<file path="src/rtl/link_train_pkg.sv">
package link_train_pkg;

  typedef enum logic [3:0] {
    ST_DETECT   = 4'd0,
    ST_CFG      = 4'd1,
    ST_L0       = 4'd2,
    ST_L1       = 4'd3,
    ST_L2       = 4'd4,
    ST_RECOV    = 4'd5,
    ST_DISABLED = 4'd6,
    ST_HOTRST   = 4'd7,
    ST_LOOPBK   = 4'd8
  } lt_state_e;

  typedef enum logic [1:0] {
    LM_HIBERN   = 2'd0,
    LM_PWM_LS   = 2'd1,
    LM_HS_BURST = 2'd2,
    LM_STALL    = 2'd3
  } lane_mode_e;

  typedef struct packed {
    logic disable_req;
    logic hot_reset;
    logic loopback;
  } lt_dir_t;

  function automatic logic link_is_up(lt_state_e s);
    return (s == ST_L0) || (s == ST_L1) || (s == ST_RECOV);
  endfunction

  function automatic logic dir_allowed(lt_state_e s);
    return (s == ST_CFG) || (s == ST_L0) || (s == ST_RECOV);
  endfunction

endpackage

</file>
<file path="src/rtl/lt_timeout_ctr.sv">
module lt_timeout_ctr #(
  parameter int unsigned LIMIT = 16
) (
  input  logic clk_i,
  input  logic rst_ni,
  input  logic run_i,
  output logic expired_o
);
  localparam int unsigned CW = (LIMIT > 2) ? $clog2(LIMIT) : 1;
  localparam logic [CW-1:0] LAST = CW'(LIMIT - 1);

  logic [CW-1:0] cnt_q;

  always_ff @(posedge clk_i or negedge rst_ni) begin
    if (!rst_ni)          cnt_q <= '0;
    else if (!run_i)      cnt_q <= '0;
    else if (!expired_o)  cnt_q <= cnt_q + 1'b1;
  end

  assign expired_o = (cnt_q == LAST);

  // the window restarts on every Recovery entry
  a_r7_cnt_restart: assert property (@(posedge clk_i) disable iff (!rst_ni)
    !run_i |=> (cnt_q == '0));
  a_r7_cnt_bounded: assert property (@(posedge clk_i) disable iff (!rst_ni)
    cnt_q <= LAST);

endmodule

</file>
<file path="src/rtl/lt_state_ctrl.sv">
module lt_state_ctrl
  import link_train_pkg::*;
#(
  parameter int unsigned NUM_LANES = 4
) (
  input  logic                 clk_i,
  input  logic                 rst_ni,
  input  logic                 peer_det_i,
  input  logic                 cfg_done_i,
  input  logic                 cfg_fail_i,
  input  logic [NUM_LANES-1:0] lane_req_i,
  input  logic                 link_err_i,
  input  logic                 retrain_i,
  input  logic                 enter_l1_i,
  input  logic                 enter_l2_i,
  input  logic                 wake_i,
  input  logic                 recov_done_i,
  input  lt_dir_t              dir_i,
  input  logic                 recov_expired_i,
  output lt_state_e            state_o,
  output logic [NUM_LANES-1:0] lane_mask_o
);
  localparam logic [NUM_LANES-1:0] LANE0_ONLY = NUM_LANES'(1);

  lt_state_e st_q, st_d;
  lt_state_e dir_tgt;
  logic      dir_any;
  logic [NUM_LANES-1:0] mask_q;

  assign dir_any = dir_i.disable_req | dir_i.hot_reset | dir_i.loopback;

  always_comb begin
    if (dir_i.disable_req)    dir_tgt = ST_DISABLED;
    else if (dir_i.hot_reset) dir_tgt = ST_HOTRST;
    else                      dir_tgt = ST_LOOPBK;
  end

  always_comb begin
    st_d = st_q;
    if (dir_allowed(st_q) && dir_any) begin
      st_d = dir_tgt;
    end else begin
      unique case (st_q)
        ST_DETECT:   if (peer_det_i) st_d = ST_CFG;
        ST_CFG: begin
          if (cfg_fail_i)      st_d = ST_DETECT;
          else if (cfg_done_i) st_d = ST_L0;
        end
        ST_L0: begin
          if (link_err_i || retrain_i) st_d = ST_RECOV;
          else if (enter_l2_i)         st_d = ST_L2;
          else if (enter_l1_i)         st_d = ST_L1;
        end
        ST_L1:       if (wake_i) st_d = ST_RECOV;
        ST_L2:       if (wake_i) st_d = ST_DETECT;
        ST_RECOV: begin
          if (recov_done_i)         st_d = ST_L0;
          else if (recov_expired_i) st_d = ST_DETECT;
        end
        ST_DISABLED: if (!dir_i.disable_req) st_d = ST_DETECT;
        ST_HOTRST:   if (!dir_i.hot_reset)   st_d = ST_DETECT;
        ST_LOOPBK:   if (!dir_i.loopback)    st_d = ST_DETECT;
        default:     st_d = ST_DETECT;
      endcase
    end
  end

  always_ff @(posedge clk_i or negedge rst_ni) begin
    if (!rst_ni) st_q <= ST_DETECT;
    else         st_q <= st_d;
  end

  // captured lane set; lane 0 is always part of the link
  always_ff @(posedge clk_i or negedge rst_ni) begin
    if (!rst_ni)                             mask_q <= LANE0_ONLY;
    else if (st_q == ST_DETECT)              mask_q <= LANE0_ONLY;
    else if (st_q == ST_CFG && st_d == ST_L0) mask_q <= lane_req_i | LANE0_ONLY;
  end

  assign state_o     = st_q;
  assign lane_mask_o = mask_q;

  a_r3_l0_needs_done: assert property (@(posedge clk_i) disable iff (!rst_ni)
    (st_q == ST_L0 && $past(st_q) == ST_CFG) |-> $past(cfg_done_i));
  a_r6_l1_wake: assert property (@(posedge clk_i) disable iff (!rst_ni)
    (st_q == ST_L1 && wake_i) |=> (st_q == ST_RECOV));
  a_r8_disable_wins: assert property (@(posedge clk_i) disable iff (!rst_ni)
    (dir_allowed(st_q) && dir_i.disable_req) |=> (st_q == ST_DISABLED));
  a_r9_disabled_exit: assert property (@(posedge clk_i) disable iff (!rst_ni)
    (st_q == ST_DISABLED && !dir_i.disable_req) |=> (st_q == ST_DETECT));
  a_r3_mask_lane0: assert property (@(posedge clk_i) disable iff (!rst_ni)
    $rose(st_q == ST_L0) |-> mask_q[0]);

endmodule

</file>
<file path="src/rtl/lt_lane_map.sv">
module lt_lane_map
  import link_train_pkg::*;
#(
  parameter int unsigned NUM_LANES = 4
) (
  input  lt_state_e              state_i,
  input  logic [NUM_LANES-1:0]   lane_mask_i,
  input  logic                   tx_idle_i,
  output logic [2*NUM_LANES-1:0] lane_mode_o
);
  for (genvar g = 0; g < NUM_LANES; g++) begin : g_lane
    lane_mode_e m;
    always_comb begin
      m = LM_HIBERN;
      unique case (state_i)
        ST_DETECT, ST_CFG: m = (g == 0) ? LM_PWM_LS : LM_HIBERN;
        ST_L0:             if (lane_mask_i[g]) m = tx_idle_i ? LM_STALL : LM_HS_BURST;
        ST_RECOV, ST_HOTRST, ST_LOOPBK:
                           if (lane_mask_i[g]) m = LM_HS_BURST;
        default:           m = LM_HIBERN;
      endcase
    end
    assign lane_mode_o[2*g +: 2] = m;
  end
endmodule

</file>
<file path="src/rtl/link_train_ctrl.sv">
module link_train_ctrl
  import link_train_pkg::*;
#(
  parameter int unsigned NUM_LANES     = 4,
  parameter int unsigned RECOV_TIMEOUT = 16
) (
  input  logic                   clk_i,
  input  logic                   rst_ni,
  input  logic                   peer_det_i,
  input  logic                   cfg_done_i,
  input  logic                   cfg_fail_i,
  input  logic [NUM_LANES-1:0]   lane_req_i,
  input  logic                   link_err_i,
  input  logic                   retrain_i,
  input  logic                   enter_l1_i,
  input  logic                   enter_l2_i,
  input  logic                   wake_i,
  input  logic                   recov_done_i,
  input  logic                   tx_idle_i,
  input  logic                   dir_disable_i,
  input  logic                   dir_hot_reset_i,
  input  logic                   dir_loopback_i,
  output logic [3:0]             state_o,
  output logic [2*NUM_LANES-1:0] lane_mode_o,
  output logic                   link_up_o
);
  lt_state_e            state;
  logic [NUM_LANES-1:0] lane_mask;
  logic                 recov_expired;
  lt_dir_t              dir;

  assign dir = '{disable_req: dir_disable_i, hot_reset: dir_hot_reset_i,
                 loopback: dir_loopback_i};

  lt_timeout_ctr #(.LIMIT(RECOV_TIMEOUT)) u_recov_tmr (
    .clk_i     (clk_i),
    .rst_ni    (rst_ni),
    .run_i     (state == ST_RECOV),
    .expired_o (recov_expired)
  );

  lt_state_ctrl #(.NUM_LANES(NUM_LANES)) u_fsm (
    .clk_i           (clk_i),
    .rst_ni          (rst_ni),
    .peer_det_i      (peer_det_i),
    .cfg_done_i      (cfg_done_i),
    .cfg_fail_i      (cfg_fail_i),
    .lane_req_i      (lane_req_i),
    .link_err_i      (link_err_i),
    .retrain_i       (retrain_i),
    .enter_l1_i      (enter_l1_i),
    .enter_l2_i      (enter_l2_i),
    .wake_i          (wake_i),
    .recov_done_i    (recov_done_i),
    .dir_i           (dir),
    .recov_expired_i (recov_expired),
    .state_o         (state),
    .lane_mask_o     (lane_mask)
  );

  lt_lane_map #(.NUM_LANES(NUM_LANES)) u_map (
    .state_i     (state),
    .lane_mask_i (lane_mask),
    .tx_idle_i   (tx_idle_i),
    .lane_mode_o (lane_mode_o)
  );

  assign state_o   = state;
  assign link_up_o = link_is_up(state);

  a_r7_recov_timeout: assert property (@(posedge clk_i) disable iff (!rst_ni)
    (state == ST_RECOV && recov_expired && !recov_done_i &&
     !dir_disable_i && !dir_hot_reset_i && !dir_loopback_i) |=> (state_o == 4'd0));
  a_r10_up_states: assert property (@(posedge clk_i) disable iff (!rst_ni)
    link_up_o |-> (state_o == 4'd2 || state_o == 4'd3 || state_o == 4'd5));
  a_r4_stall_only_idle_l0: assert property (@(posedge clk_i) disable iff (!rst_ni)
    (lane_mode_o[1:0] == 2'd3) |-> (state_o == 4'd2 && tx_idle_i));
  a_r2_lane0_low_speed: assert property (@(posedge clk_i) disable iff (!rst_ni)
    (state_o <= 4'd1) |-> (lane_mode_o[1:0] == 2'd1));

endmodule

</file>
<file path="config.mk">
export PLATFORM = sky130hd
export DESIGN_NAME = link_train_ctrl
export DESIGN_NICKNAME = d
export VERILOG_FILES = /design/src/rtl/link_train_pkg.sv /design/src/rtl/lt_timeout_ctr.sv /design/src/rtl/lt_state_ctrl.sv /design/src/rtl/lt_lane_map.sv /design/src/rtl/link_train_ctrl.sv
export SDC_FILE = /design/constraint.sdc
export NUM_CORES = 1
export LEC_CHECK = 0
export ABC_AREA = 0
export BUFFER_PORTS_ARGS = -buffer_cell sky130_fd_sc_hd__buf_2
export CAP_MARGIN = 20
export CORE_UTILIZATION = 50
export CTS_CLUSTER_DIAMETER = 100
export DETAILED_ROUTE_END_ITERATION = 12
export PLACE_DENSITY = 0.8
export SLEW_MARGIN = 20
export SYNTH_ARGS = -nofsm -noshare
export SYNTH_HDL_FRONTEND = slang
export SYNTH_SLANG_ARGS = --single-unit
export TNS_END_PERCENT = 20
</file>
<file path="constraint.sdc">
create_clock -name clk_i -period 5 [get_ports clk_i]
set_input_delay 0.5 -clock clk_i [delete_from_list [all_inputs] [get_ports clk_i]]
set_output_delay 0.5 -clock clk_i [all_outputs]
set_load 0.01 [all_outputs]
</file>
==> flow_metrics.env, run 1 <==
export IMPL_status="finished, violations left"
export IMPL_violations="DRC"
export IMPL_synth_edf_count=0
export IMPL_start_util=0.556
export IMPL_synth_seq_cells=11
export IMPL_yosys_area_share_xor_xnor=0.0202
export IMPL_drive_gt1_frac=0.295
export IMPL_worstMarginPinSlew_ns=0.668
export IMPL_finalHoldViolCount=0
export IMPL_ir_drop_mv=0.239
export IMPL_synth_avg_cell_area_sq_um=8.67
export IMPL_power_switching_mw=0.207
export IMPL_gp_congestion=0.784
export IMPL_yosysWarningCount=0
export IMPL_rsz0062_at_grt="no"
export IMPL_antenna_cells=0
export IMPL_postRouteAntennaNets=0
export IMPL_cp_start_kind="register"
export IMPL_maxCapViolCount=0
export IMPL_synth_cells=100
export IMPL_netlist_top_cells_area="dfrtp_1, nor2_1, nor2b_1, mux2i_1, and3_1"
export IMPL_synth_top_family_by_area="simple AND/OR/NAND/NOR gates"
export IMPL_required_ns=4.50
export IMPL_cp_slowest_cell="nor4b_1"
export IMPL_cts_buffer_depth=2
export IMPL_worstSetupEndpointType="output port"
export IMPL_pin_count=32
export IMPL_cts_inserted_buffers=3
export IMPL_htreeDepth=1
export IMPL_hpwlAfterDp_um=1480
export IMPL_wirelength_um=2030
export IMPL_cts_resized=0
export IMPL_antenna_found_initial=0
export IMPL_yosysTopAreaCellShare=0.317
export IMPL_async_flop_share=1.00
export IMPL_nets=150
export IMPL_finalSetupViolations=0
export IMPL_cp_slowest_stage_delay_ns=0.71
export IMPL_root_buffer="clkbuf_4"
export IMPL_die_area_sq_mm=0.00190
export IMPL_crit_arrival_ns=1.94
export IMPL_fp_dieH_um=43.6
export IMPL_synth_simple_gate_area_frac=0.369
export IMPL_p_leak_nw=0.530
export IMPL_rows=14
export IMPL_grtUsageMet3=0.0750
export IMPL_yosys_area_share_adder=0.0144
export IMPL_synth_top_area_cell="dfrtp_1"
export IMPL_dr_pass1_iters=8
export IMPL_internal_power_mw=0.242
export IMPL_overflow=0
export IMPL_wire_per_inst_um=14.0
export IMPL_hp_class="primary input to async pin"
export IMPL_finClkSkew_ns=0.00810
export IMPL_syn_to_final_growth_pct=19.6
export IMPL_path_clk_slew_ns=0.07
export IMPL_seq_area_frac_synth=0.317
export IMPL_pwr_share_seq=0.376
export IMPL_path_class="register to output port"
export IMPL_clkSinkCount=11
export IMPL_hold_ws_ns=0.0793
export IMPL_fmax_mhz=410
export IMPL_cts_setup_buffers=0
export IMPL_core_sq_mm=0.00156
export IMPL_grt_total_usage=0.232
export IMPL_final_cell_mix="buf_2, nor2_1, dfrtp_1"
export IMPL_final_common_cell="buf_2"
export IMPL_vias=863
export IMPL_grt_busiest_layer="met2"
export IMPL_p_per_area_mw_per_mm2=432
export IMPL_drv_slew=0
export IMPL_cts_tree="built"
export IMPL_grt_pass1_wl_um=3250
export IMPL_finish_utilization=0.665
export IMPL_met1_usage=0.279
export IMPL_stdcell_count=145
export IMPL_dr_first_iter_drc_count=17
export IMPL_yosysUniqueCellTypes=39
export IMPL_grt_pass1_vias=786
export IMPL_synth_main_ff_cell="dfrtp_1"
export IMPL_viasPerCell=5.95
export IMPL_clock_latency_ns=0.27
export IMPL_synthMuxAreaShare=0.0635
export IMPL_use_met2=0.409
export IMPL_grt_max_degree=21
export IMPL_cts_hold_fix_buffers=0
export IMPL_path_cells="nor4b_1 > and3_1 > buf_2"
export IMPL_post_place_cells=141
export IMPL_final_min_clock_period_ns=2.44
export IMPL_n_fill_cell=140
export IMPL_slew_headroom=0.548
export IMPL_synth_compound_area_share=0.176
export IMPL_synth_fp_nets=120
export IMPL_critical_path_max_fanout=20
export IMPL_post_route_drc_count=2
export IMPL_finalCritPeriodShare=0.488
export IMPL_portBuffers=30
export IMPL_swShare=0.461
export IMPL_pwr_share_comb=0.492
export IMPL_synthesis_area_sq_um=867
export IMPL_finalSetupTns_ns=0
export IMPL_clkPwrFrac=0.131
export IMPL_die_w_um=43.6
## worst max-delay path: cells and delay by family, from the launching register on
| kind | cells | cell delay (ns) |
|---|---|---|
| buf+inv | 1 | 0.13 |
| flops | 1 | 0.59 |
| simple gates | 2 | 0.95 |
## synth_stat cells (2+ instances only)
master,instances
clkbuf_1,4
dfrtp_1,11
a21oi_1,4
nor4_1,3
a31oi_1,3
nor3_1,6
nor4b_1,3
and3_1,5
nand2b_1,5
nand3b_1,2
a211oi_1,2
nor2_1,14
o21ai_1,3
mux2i_1,4
nor2b_1,7
## logic make-up (layout without fill, tap and decap cells)
kind of cell | after synthesis | after routing
simple gates | 54 | 54
mux | 5 | 5
xor+xnor | 2 | 2
compound gates | 20 | 20
buf+inv | 7 | 36
flops | 11 | 11
fa+ha+maj | 1 | 1
## per-stage QoR
step                      setup slack [ns]  cell area [sq um]  power, mW
after floorplan                       3.11                867      0.323
after global placement                2.89               1010      0.379
after detailed placement              2.84               1010      0.390
after CTS                             2.53               1040      0.449
after global routing                  2.34               1040      0.483
final                                 2.56               1040      0.448
## layer usage
layer,wire length (um),up-vias
li1,-,429
met1,878,391
met2,978,39
met3,160,4
met4,15,0
met5,0,-
## worst paths after layout
check	from	endpoint	slack, ns	cells after the start
max	u_fsm.state_o[0]	lane_mode_o[4]	2.56	3
min in group clk_i	lane_req_i[1]	u_fsm.lane_mask_o[1]	0.48	3
min	rst_ni	u_fsm.state_o[1]	0.08	1
max in group asynchronous	rst_ni	u_recov_tmr.cnt_q[1]	4.72	1
max reg2reg	u_fsm.state_o[0]	u_fsm.lane_mask_o[2]	2.84	5
min reg2reg	u_recov_tmr.cnt_q[3]	u_recov_tmr.cnt_q[3]	0.52	1
## area by class of cell
cell class / count / area, sq um / area share
multi-input combinational: 82 / 558 / 0.538
tap: 16 / 20.0 / 0.0193
clock buffer: 4 / 26.3 / 0.0253
sequential: 11 / 275 / 0.265
inverter: 2 / 7.51 / 0.00724
timing repair buffer: 30 / 150 / 0.145
## power by group through the flow
stage                     sequential, mW  combinational (mW)  clock [mW]
final                              0.169               0.221      0.0588
after detailed placement           0.169               0.221           0
after global routing               0.175               0.244      0.0647
after CTS                          0.168               0.221      0.0599
after floorplan                    0.132               0.191           0
after global placement             0.166               0.214           0
## registers in the layout (all words and copies together), names as in the netlist
signal             cells
u_fsm.lane_mask_o      3
u_fsm.state_o          4
u_recov_tmr.cnt_q      4
No activity file was read; power rests on OpenSTA's default activity.
==> run 2, diff against run 1 <==
Settings changed: CORE_UTILIZATION 50 to 48, PLACE_DENSITY 0.8 to 0.77.
Clock period 5 ns to 2.4 ns, I/O delays scaled along.
==> run 2 against run 1 <==
  * The run now ends clean
  * Non-clock buffer count up 5
  * Critical endpoint is now lane_mode_o[5]
  * Sequential share of layout area down 1.2 points
  * Clock-buffer cell count unchanged
  * Critical path depth up 3
  * Hold slack better by 0.14 ns
  * Cell area up 4.8%
  * Global-route usage up 2.4 points
  * Via count up 2.1%
==> flow_metrics.env, run 2 (synthesized netlist as in run 1, its figures left out) <==
export IMPL_grt_pass1_wl_um=3620
export IMPL_path_class="register to output port"
export IMPL_portBuffers=30
export IMPL_reg2reg_to="u_fsm.lane_mask_o[3]"
export IMPL_min_from="lane_req_i[2]"
export IMPL_hpwlAfterDp_um=1660
export IMPL_r2r_cells=5
export IMPL_critical_path_max_fanout=12
export IMPL_worstReg2RegStart="u_fsm.state_o[2]"
export IMPL_die_w_um=44.5
export IMPL_drive_gt1_frac=0.313
export IMPL_n_fill_cell=143
export IMPL_cp_start_kind="register"
export IMPL_path_clk_slew_ns=0.06
export IMPL_grt_total_usage=0.256
export IMPL_ir_drop_mv=0.608
export IMPL_cp_slowest_cell="dfrtp_1"
export IMPL_wire_per_inst_um=12.8
export IMPL_cts_inserted_buffers=3
export IMPL_p_per_area_mw_per_mm2=890
export IMPL_critPathLaunch="u_fsm.state_o[1]"
export IMPL_slew_headroom=0.646
export IMPL_finalCritPeriodShare=0.894
export IMPL_postRouteAntennaNets=0
export IMPL_path_buf_inv=2
export IMPL_finClkSkew_ns=0.00258
export IMPL_hp_class="primary input to register"
export IMPL_worstSetupEndpointType="output port"
export IMPL_clock_latency_ns=0.26
export IMPL_wirelength_um=2020
export IMPL_worstMarginPinSlew_ns=0.527
export IMPL_finalHoldViolCount=0
export IMPL_cp_slowest_stage_delay_ns=0.50
export IMPL_nets=155
export IMPL_finalSetupViolations=0
export IMPL_maxCapViolCount=0
export IMPL_viasPerCell=5.58
export IMPL_cts_setup_buffers=0
export IMPL_vias=881
export IMPL_finalSetupTns_ns=0
export IMPL_gp_congestion=0.814
export IMPL_p_leak_nw=0.555
export IMPL_post_place_cells=153
export IMPL_syn_to_final_growth_pct=25.4
export IMPL_htreeDepth=1
export IMPL_required_ns=2.16
export IMPL_rows=14
export IMPL_pwr_share_seq=0.319
export IMPL_fmax_mhz=466
export IMPL_multi_input_area_sq_um=558
export IMPL_grt_max_degree=18
export IMPL_fp_dieH_um=44.5
export IMPL_clkPwrFrac=0.124
export IMPL_status="finished clean"
export IMPL_cts_tree="built"
export IMPL_regArea_sq_um=275
export IMPL_swShare=0.446
export IMPL_grt_pass1_vias=859
export IMPL_dr_first_iter_drc_count=17
export IMPL_final_min_clock_period_ns=2.14
export IMPL_min_path_cells=3
export IMPL_crit_arrival_ns=1.90
export IMPL_clkSinkCount=11
export IMPL_antenna_cells=0
export IMPL_core_sq_mm=0.00159
export IMPL_stdcell_count=158
export IMPL_post_route_drc_count=0
export IMPL_drv_slew=0
export IMPL_power_switching_mw=0.431
export IMPL_min_to="u_fsm.lane_mask_o[2]"
export IMPL_start_util=0.544
export IMPL_total_power_mw=0.968
export IMPL_overflow=0
export IMPL_antenna_found_initial=0
export IMPL_rsz0062_at_grt="no"
export IMPL_crit_family="flip-flops"
export IMPL_root_buffer="clkbuf_4"
export IMPL_final_common_cell="buf_2"
export IMPL_pwr_share_comb=0.557
export IMPL_internal_power_mw=0.537
export IMPL_r2r_slack_ns=0.40
export IMPL_die_area_sq_mm=0.00198
export IMPL_path_cells="buf_4 > xnor2_1 > or3_1 > a21boi_1 > nor2b_1 > buf_2"
export IMPL_pin_count=32
export IMPL_dr_pass1_iters=4
export IMPL_cts_buffer_depth=2
export IMPL_final_cell_mix="buf_2, nor2_1, dfrtp_1"
run 2: cell types whose count changed in the layout (fill, tap and decap cells not counted):
| cell | before | now |
|---|---|---|
| buf_4 | 0 | 4 |
| dlygate4sd3_1 | 0 | 1 |
run 2: stage by stage:
stage	instance area (sq um)	setup slack [ns]	hold WS (ns)	util
finish	1090	0.255	0.224	0.682
global route	1090	0.0990	0.256	0.682
CTS	1090	0.247	0.223	0.682
detailed placement	1050	0.409	0.115	0.659
global placement	1050	0.496	0.114	0.659
floorplan	867	0.560	-0.0556	-
run 2: power by group through the flow:
stage / clock (mW) / sequential [mW] / combinational, mW
final: 0.120 / 0.309 / 0.539
after global routing: 0.130 / 0.322 / 0.609
after CTS: 0.124 / 0.309 / 0.543
after detailed placement: 0 / 0.313 / 0.538
after global placement: 0 / 0.309 / 0.528
after floorplan: 0 / 0.276 / 0.397
run 2: how the worst max path moves through the flow:
stage	cells after the start	endpoint	slack, ns
global placement	5	u_fsm.lane_mask_o[1]	0.50
detailed placement	5	u_fsm.lane_mask_o[3]	0.41
CTS	6	lane_mode_o[5]	0.25
finish	6	lane_mode_o[5]	0.26
global route	6	lane_mode_o[5]	0.1
floorplan	6	u_fsm.lane_mask_o[1]	0.56
run 2: final cells by class:
cell class              count  area share
multi-input cells          82       0.513
flip-flops and latches     11       0.253
repair buffers             35       0.175
well taps                  24      0.0276
clock buffers               4      0.0242
inverters                   2     0.00690
run 2: routing by layer:
| layer | part of all wire | GRT usage | up-vias |
|---|---|---|---|
| li1 | - | - | 446 |
| met1 | 0.46 | 0.304 | 409 |
| met2 | 0.48 | 0.450 | 24 |
| met3 | 0.049 | 0.0653 | 2 |
| met4 | 0.0050 | 0.0788 | 0 |
| met5 | 0 | 0 | - |
run 2: worst reg2reg max path, stage by stage, from the launching register on:
cell	delay (ns)
dfrtp_1	0.55
or4b_1	0.59
nor4_2	0.27
o41ai_4	0.18
mux2i_1	0.22
nor2_1	0.06
run 2: repair_timing:
item / CTS / global route
hold endpoints to repair: 11 / 0
gates resized for setup: 0 / 0
hold buffers: 1 / 0
==> run 3, diff against run 2 <==
Settings changed: ABC_AREA 0 to 1.
==> run 3 against run 2 <==
  * The run now ends with DRC left
  * Critical path depth rose by 3
  * Highest routed layer unchanged
  * Largest cell class unchanged
  * Clock-buffer cell count did not move
  * Routed wire length fell by 4.6%
  * Largest power group unchanged
  * Core utilization fell by 1.1 points
  * Critical endpoint is now lane_mode_o[7]
  * Worst setup slack improved by 0.15 ns
  * Global-route usage fell by 3.7 points
==> flow_metrics.env, run 3 <==
export IMPL_status="finished, violations left"
export IMPL_violations="DRC"
export IMPL_synth_cells=129
export IMPL_final_min_clock_period_ns=1.99
export IMPL_fmax_mhz=502
export IMPL_finish_utilization=0.671
export IMPL_wire_per_inst_um=10.7
export IMPL_antenna_found_initial=0
export IMPL_crit_family="flip-flops"
export IMPL_grt_pass1_vias=764
export IMPL_n_fill_cell=148
export IMPL_multi_input_area_sq_um=479
export IMPL_drive_gt1_frac=0.329
export IMPL_cts_buffer_depth=2
export IMPL_overflow=0
export IMPL_gp_congestion=0.933
export IMPL_pre_cts_slack_ns=0.687
export IMPL_p_leak_nw=0.632
export IMPL_rsz0062_at_grt="no"
export IMPL_async_flop_share=1.00
export IMPL_hold_ws_ns=0.185
export IMPL_wirelength_um=1930
export IMPL_crit_cells=9
export IMPL_synth_most_common_cell="nand2_1"
export IMPL_nets=185
export IMPL_synth_main_ff_cell="dfrtp_1"
export IMPL_grt_pass1_wl_um=3100
export IMPL_clkSinkCount=11
export IMPL_vias=878
export IMPL_synth_seq_cells=11
export IMPL_final_cell_mix="buf_2, nand2_1, inv_1, nor2_1, dfrtp_1"
export IMPL_fp_dieH_um=44.1
export IMPL_worstMarginPinSlew_ns=0.278
export IMPL_path_clk_slew_ns=0.06
export IMPL_synthesis_area_sq_um=852
export IMPL_antenna_cells=0
export IMPL_required_ns=2.16
export IMPL_cpMostUsedCell="inv_2"
export IMPL_finalHoldViolCount=0
export IMPL_syn_to_final_growth_pct=24.2
export IMPL_cts_inserted_buffers=3
export IMPL_postRouteAntennaNets=0
export IMPL_cp_slowest_stage_delay_ns=0.42
export IMPL_yosysTopAreaCellShare=0.323
export IMPL_maxCapViolCount=0
export IMPL_finClkSkew_ns=0.00743
export IMPL_core_sq_mm=0.00158
export IMPL_hpwlAfterDp_um=1580
export IMPL_final_common_cell="buf_2"
export IMPL_die_area_sq_mm=0.00195
export IMPL_dr_first_iter_drc_count=23
export IMPL_synth_fp_nets=149
export IMPL_clock_latency_ns=0.26
export IMPL_start_util=0.540
export IMPL_synth_avg_cell_area_sq_um=6.61
export IMPL_dr_pass1_iters=10
export IMPL_crit_arrival_ns=1.75
export IMPL_yosysUniqueCellTypes=25
export IMPL_seq_area_frac_synth=0.323
export IMPL_hp_class="primary input to register"
export IMPL_cp_slowest_cell="dfrtp_1"
export IMPL_slew_headroom=0.815
export IMPL_cts_tree="built"
export IMPL_timing_final_ws_setup_ns=0.409
export IMPL_ir_drop_mv=0.594
export IMPL_root_buffer="clkbuf_4"
export IMPL_grt_total_usage=0.218
export IMPL_synth_commonest_cells="nand2_1, inv_1, nor2_1, dfrtp_1, nand3_1"
export IMPL_pin_count=32
export IMPL_worstSetupEndpointType="output port"
export IMPL_total_power_mw=1.02
export IMPL_min_path_cells=2
export IMPL_htreeDepth=1
export IMPL_synth_top_area_cell="dfrtp_1"
export IMPL_cp_start_kind="register"
export IMPL_finalSetupViolations=0
export IMPL_grt_max_degree=12
export IMPL_path_class="register to output port"
export IMPL_netlist_top_cells_area="dfrtp_1, nand2_1, inv_1, nor2_1, nand3_1"
export IMPL_viasPerCell=4.88
export IMPL_portBuffers=30
export IMPL_finalCritPeriodShare=0.829
export IMPL_finalSetupTns_ns=0
export IMPL_die_w_um=44.1
export IMPL_path_cells="inv_1 > nor2_4 > nand2_2 > inv_2 > a211oi_1 > nand2_1 > inv_2 > nor2_1 > buf_2"
export IMPL_rows=14
export IMPL_post_route_drc_count=2
export IMPL_drv_slew=0
export IMPL_yosysWarningCount=0
export IMPL_synth_edf_count=0
export IMPL_regArea_sq_um=275
export IMPL_p_per_area_mw_per_mm2=968
export IMPL_r2r_cells=10
export IMPL_critical_path_max_fanout=6
export IMPL_path_buf_inv=4
[run 3: what timing repair did]
| action | CTS | global route |
|---|---|---|
| gates resized for setup | 0 | 0 |
| hold endpoints to repair | 11 | 0 |
| hold buffers | 1 | 0 |
| endpoints found under the setup margin | 0 | 0 |
| setup buffers | 0 | 0 |
[run 3: routing by layer]
layer	share of wire	global-route usage
met1	0.46	0.264
met2	0.47	0.379
met3	0.059	0.0735
met4	0.0088	0.0424
met5	0	0
[run 3: final timing paths]
check	startpoint	endpoint	slack [ns]
max in group asynchronous	rst_ni	u_recov_tmr.cnt_q[0]	1.84
min in group asynchronous	rst_ni	u_recov_tmr.cnt_q[2]	0.36
max	u_fsm.state_o[2]	lane_mode_o[7]	0.41
min	dir_disable_i	u_fsm.state_o[0]	0.18
min reg2reg	u_recov_tmr.cnt_q[1]	u_recov_tmr.cnt_q[1]	0.55
max reg2reg	u_recov_tmr.cnt_q[0]	u_fsm.state_o[0]	0.91
[run 3: cells by family (layout without fill, tap and decap cells)]
group / count (synthesis) / in the layout / synth area share
compound gates: 14 / 14 / 0.0969
xor+xnor: 2 / 2 / 0.0206
fa+ha+maj: 1 / 1 / 0.0147
buf+inv: 26 / 61 / 0.115
flops: 11 / 11 / 0.323
simple gates: 75 / 75 / 0.430
[run 3: power breakdown]
group	leakage (nW)	internal, mW	switching (mW)	total, mW
sequential	0.149	0.233	0.0592	0.292
combinational	0.469	0.206	0.406	0.612
clock	0.0150	0.0642	0.0555	0.120
total	0.632	0.503	0.521	1.02
[run 3: metrics by stage]
stage                     instances  cell area (sq um)
final                           180               1060
after floorplan                 129                852
after global placement          175               1020
after CTS                       180               1060
after global routing            180               1060
after detailed placement        175               1020
[run 3: cell type report]
cell class | instances | share of cell area
Sequential cell | 11 | 0.260
Clock buffer | 4 | 0.0248
Inverter | 26 | 0.0922
Timing Repair Buffer | 31 | 0.151
Tap cell | 16 | 0.0189
Multi-Input combinational cell | 92 | 0.453
